==> config.mk <==
export PLATFORM = sky130hd
export DESIGN_NAME = sysctl_cop
export DESIGN_NICKNAME = d
export VERILOG_FILES = /design/src/rtl/sysctl_cop.sv
export SDC_FILE = /design/constraint.sdc
export NUM_CORES = 1
export LEC_CHECK = 0
export BUFFER_PORTS_ARGS = -buffer_cell sky130_fd_sc_hd__buf_2
export CAP_MARGIN = 40
export CORE_UTILIZATION = 44
export DETAILED_ROUTE_END_ITERATION = 7
export PLACE_DENSITY = 0.85
export SLEW_MARGIN = 10
export SYNTH_ARGS = -nofsm -noshare
export SYNTH_HDL_FRONTEND = slang
export SYNTH_SLANG_ARGS = --single-unit
==> constraint.sdc <==
create_clock -name clk -period 2.18 [get_ports clk]
set_input_delay 0.109 -clock clk [delete_from_list [all_inputs] [get_ports clk]]
set_output_delay 0.109 -clock clk [all_outputs]
set_load 0.01 [all_outputs]
==> src/rtl/sysctl_cop.sv <==
module sysctl_cop #(
  parameter int NIRQ = 8,
  parameter logic [31:0] PROC_ID = 32'h0000_0230
) (
  input  logic            clk,
  input  logic            rst_n,
  input  logic            op_valid,
  input  logic [31:0]     op_word,
  input  logic [31:0]     wr_data,
  output logic [31:0]     rd_data,
  output logic            op_denied,
  input  logic [NIRQ-1:0] irq_in,
  input  logic            sys_call,
  input  logic [31:0]     fault_pc,
  output logic            exc_req,
  output logic [4:0]      exc_code
);
  localparam logic [31:0] IM_BITS  = ((32'd1 << NIRQ) - 32'd1) << 8;
  localparam logic [31:0] WR_MASK  = 32'h0003_003F | IM_BITS;
  localparam logic [31:0] RD_MASK  = 32'h0000_003F | IM_BITS;
  localparam logic [31:0] RFE_WORD = 32'h4200_0010;
  localparam logic [4:0]  CODE_IRQ = 5'd0;
  localparam logic [4:0]  CODE_SYS = 5'd8;

  logic [31:0]     status_q, cause_q, epc_q;
  logic [NIRQ-1:0] irq_q;

  wire       is_cop = op_valid && (op_word[31:26] == 6'b010000);
  wire       is_rfe = is_cop && (op_word == RFE_WORD);
  wire       is_mtc = is_cop && !is_rfe && op_word[23];
  wire       is_mfc = is_cop && !is_rfe && !op_word[23];
  wire       kernel = status_q[1];
  wire [4:0] regno  = op_word[15:11];
  wire       irq_hit = |(irq_q & status_q[8 +: NIRQ]);

  assign op_denied = is_cop && !kernel;
  assign exc_req   = irq_hit || sys_call;
  assign exc_code  = irq_hit ? CODE_IRQ : CODE_SYS;

  always_comb begin
    rd_data = '0;
    if (is_mfc && kernel) begin
      case (regno)
        5'd12:   rd_data = status_q & RD_MASK;
        5'd13:   rd_data = cause_q;
        5'd14:   rd_data = epc_q;
        5'd15:   rd_data = PROC_ID;
        default: rd_data = '0;
      endcase
    end
  end

  always_ff @(posedge clk) begin
    if (!rst_n) begin
      status_q <= 32'h0000_0002;
      cause_q  <= '0;
      epc_q    <= '0;
      irq_q    <= '0;
    end else begin
      irq_q <= irq_in;
      if (exc_req) begin
        status_q[5:0] <= {status_q[3:0], 2'b10};
        epc_q         <= fault_pc;
        cause_q       <= {25'd0, exc_code, 2'b00};
      end else if (kernel) begin
        if (is_rfe)
          status_q[3:0] <= status_q[5:2];
        else if (is_mtc && regno == 5'd12)
          status_q <= wr_data & WR_MASK;
      end
    end
  end
endmodule

==> summary.md <==
| Metric | Value |
|---|---|
| Status | complete, no violations |
| PostCTS Resize Cnt | 0 |
| Final wirelength | 6.81 mm |
| Clk_lat worst skew | 0.30 ns |
| CTS Buf Count | 5 |
| Initial antenna violation count | 0 |
| H-tree levels | 2 |
| Main synth FF type | dfxtp_1 |
| Post-synth top area cell | dfxtp_1 |
| # DRC | 0 |
| Number of warnings issued by yosys | 0 |
| Unique cell type count in the Yosys netlist | 44 |
| Vias in the first global route | 2555 |
| Clk_skew | 0.00655 ns |
| Crit Path Max Fanout | 14 |
| Crit path max-delay cell type | dfxtp_1 |
| Total number of vias | around 2700 |
| Peak Freq | 0.512 GHz |
| Core Footprint | 5640 um^2 |
| Final slew viol count | 0 |
| Cell count after synthesis | between 300 and 400 |
| Clk slew on worst S/H paths | 0.09 ns |
| Row cnt | 27 |
| RSZ-0062 raised after global routing | no |
| Clock Path Buffers | 2 |
| Yosys reg bits | 55 |
| Worst path cell trace | nand4_2 > or4_1 > buf_4 > nor2_1 > buf_2 |
| CP Launch Type | flop |
| Most frequent cells after synthesis | 73 x nand2_1, 55 x dfxtp_1, 35 x a21oi_1 |
| Area of the mapped netlist | 2650 um^2 |
| Root Driver | clkbuf_8 |
| Initial drt markers | 93 |
| HP Class | input port to flop |
| Total Routing Usage GR | a little under a quarter |
| Max_cap viols | 0 |
| Most common cell in the synthesized netlist | nand2_1 |
| Via density | about 5.2 |
| GP Congestion | 0.854 |
| Overall die height | 79.6 um |
| Critical path type | flop to output port |
| Critical Path Max Stage Delay | between 0.4 and 0.5 ns |
| Max VDD drop | 0.360 mV |
| CTS Sinks | 55 |
| Top cells by area, synth | dfxtp_1 42%, nand2_1 10%, a21oi_1 6.6%, and2_1 6.6%, a22oi_1 4.5% |
| DR WL/cell | 13.0 um |
| Hold slack | 0.0141 ns |
| Fin crit share | 89.6% |
| Share of layout cells above drive strength 1 | 33.2% |
| Final Hold Vio Count | 0 |
| Initial core utilization | between 40% and 50% |
| Leakage power | 1.60 nW |
| Post-synth top area share | 41.5% |
| First-pass GRT wire length | 11.3 mm |
| Die area | 6340 um^2 |
| Area Growth Syn to Fin | 29.8% |
| ANT cells | 0 |
| Port-buffer cells | 124 |
| Number of iterations in the first detailed-routing pass | 5 |
| GR Overflow Total | 0 |
| Largest net degree at the start of global routing | 37 |
| Nets | 559 |
| Critical path data arrival time | 1.84 ns |
| IO Pins | between 100 and 150 |
| Fraction of registers with async set/reset | 0% |
| Critical Path RT | 2.07 ns |
| Syn Area/Cell | 7.98 um^2 |
| EDFF count, synth | 0 |
| Chip Width | 79.6 um |
| CTS tree | built |
| Sequential-to-total area share from yosys stat | 41.5% |
| Pwr Density | around 550 nW/um^2 |
| Clock period minus worst slack | approximately 2.0 ns |
| CP Capture Type | output port |
| Finish-stage setup viols | 0 |
| Routed Antenna Nets | 0 |
| DP HPWL | approximately 5 mm |
| Setup tns final | 0 ns |
critical path: cells and delay by family (launching register included):
kind	cells	cell delay (ns)
flops	1	0.48
buf+inv	2	0.34
simple gates	3	0.73
placed cells by master, fill, tap and decap left out, types with 8 or more instances in the layout:
master | synthesis | final
a22oi_1 | 16 | 16
and2_1 | 28 | 28
a21boi_0 | 8 | 8
buf_2 | 7 | 124
and3_1 | 9 | 9
a21oi_1 | 35 | 35
dfxtp_1 | 55 | 55
nor2_1 | 18 | 18
nand2_1 | 73 | 73
buf_4 | 6 | 9
o21a_1 | 9 | 9
state kept, by name, summed over array words and instances, names as in the netlist:
| name | count |
|---|---|
| cause_q | 1 |
| epc_q | 32 |
| irq_q | 8 |
| status_q | 14 |
routing by layer:
layer | up-vias | routed length [um] | track usage, %
met5 | - | 0 | 0
met4 | 0 | 77 | 6.91
met3 | 12 | 400 | 3.89
met2 | 94 | 3250 | 37.6
met1 | 1231 | 3080 | 29.5
li1 | 1372 | - | -
path summary, 6_finish.rpt:
kind	end	slack, ns	cells after the start	startpoint
worst max register to register	status_q[12]	0.48	6	status_q[12]
worst min register to register	epc_q[23]	0.45	2	epc_q[23]
worst min-delay path	irq_q[6]	0.01	2	irq_in[6]
worst max-delay path	rd_data[11]	0.23	5	status_q[1]
power breakdown:
part | switching, mW | internal [mW]
sequential | 0.0248 | 1.05
combinational | 0.112 | 0.108
clock | 0.305 | 0.290
total | 0.442 | 1.45
what timing repair did:
item | in CTS | in global routing
buffers inserted | 0 | 1
hold buffers | 1 | 0
setup endpoints to repair | 0 | 18
hold endpoints to repair | 1 | 0
per-stage QoR:
step                      power (mW)  worst slack (ns)  utilization [%]  std cells  instance area (um^2)
final                           1.89             0.227             61.0        524                  3440
after global routing            1.99            0.0812             61.0        524                  3440
after CTS                       1.92            0.0265             60.6        523                  3420
after detailed placement        1.32             0.230             58.7        514                  3310
after global placement          1.31             0.277             58.7        514                  3310
after floorplan                 1.21             0.618                -        335                  2660
cell type report:
class,instances,area (um^2)
clock buffer,8,100
fill,525,2200
inverter,5,18.8
multi-input combinational,249,1410
sequential,55,1100
tap,72,90.1
timing repair buffer,135,718
kinds of logic (layout without fill, tap and decap cells):
kind of cell	after synthesis	after routing	share of synthesized area, %
other cells	1	4	0.142
flops	55	55	41.5
buf+inv	31	148	5.85
compound gates	83	83	19.9
simple gates	159	159	31.4
mux	3	3	1.13
(Power assumes the default switching activity.)
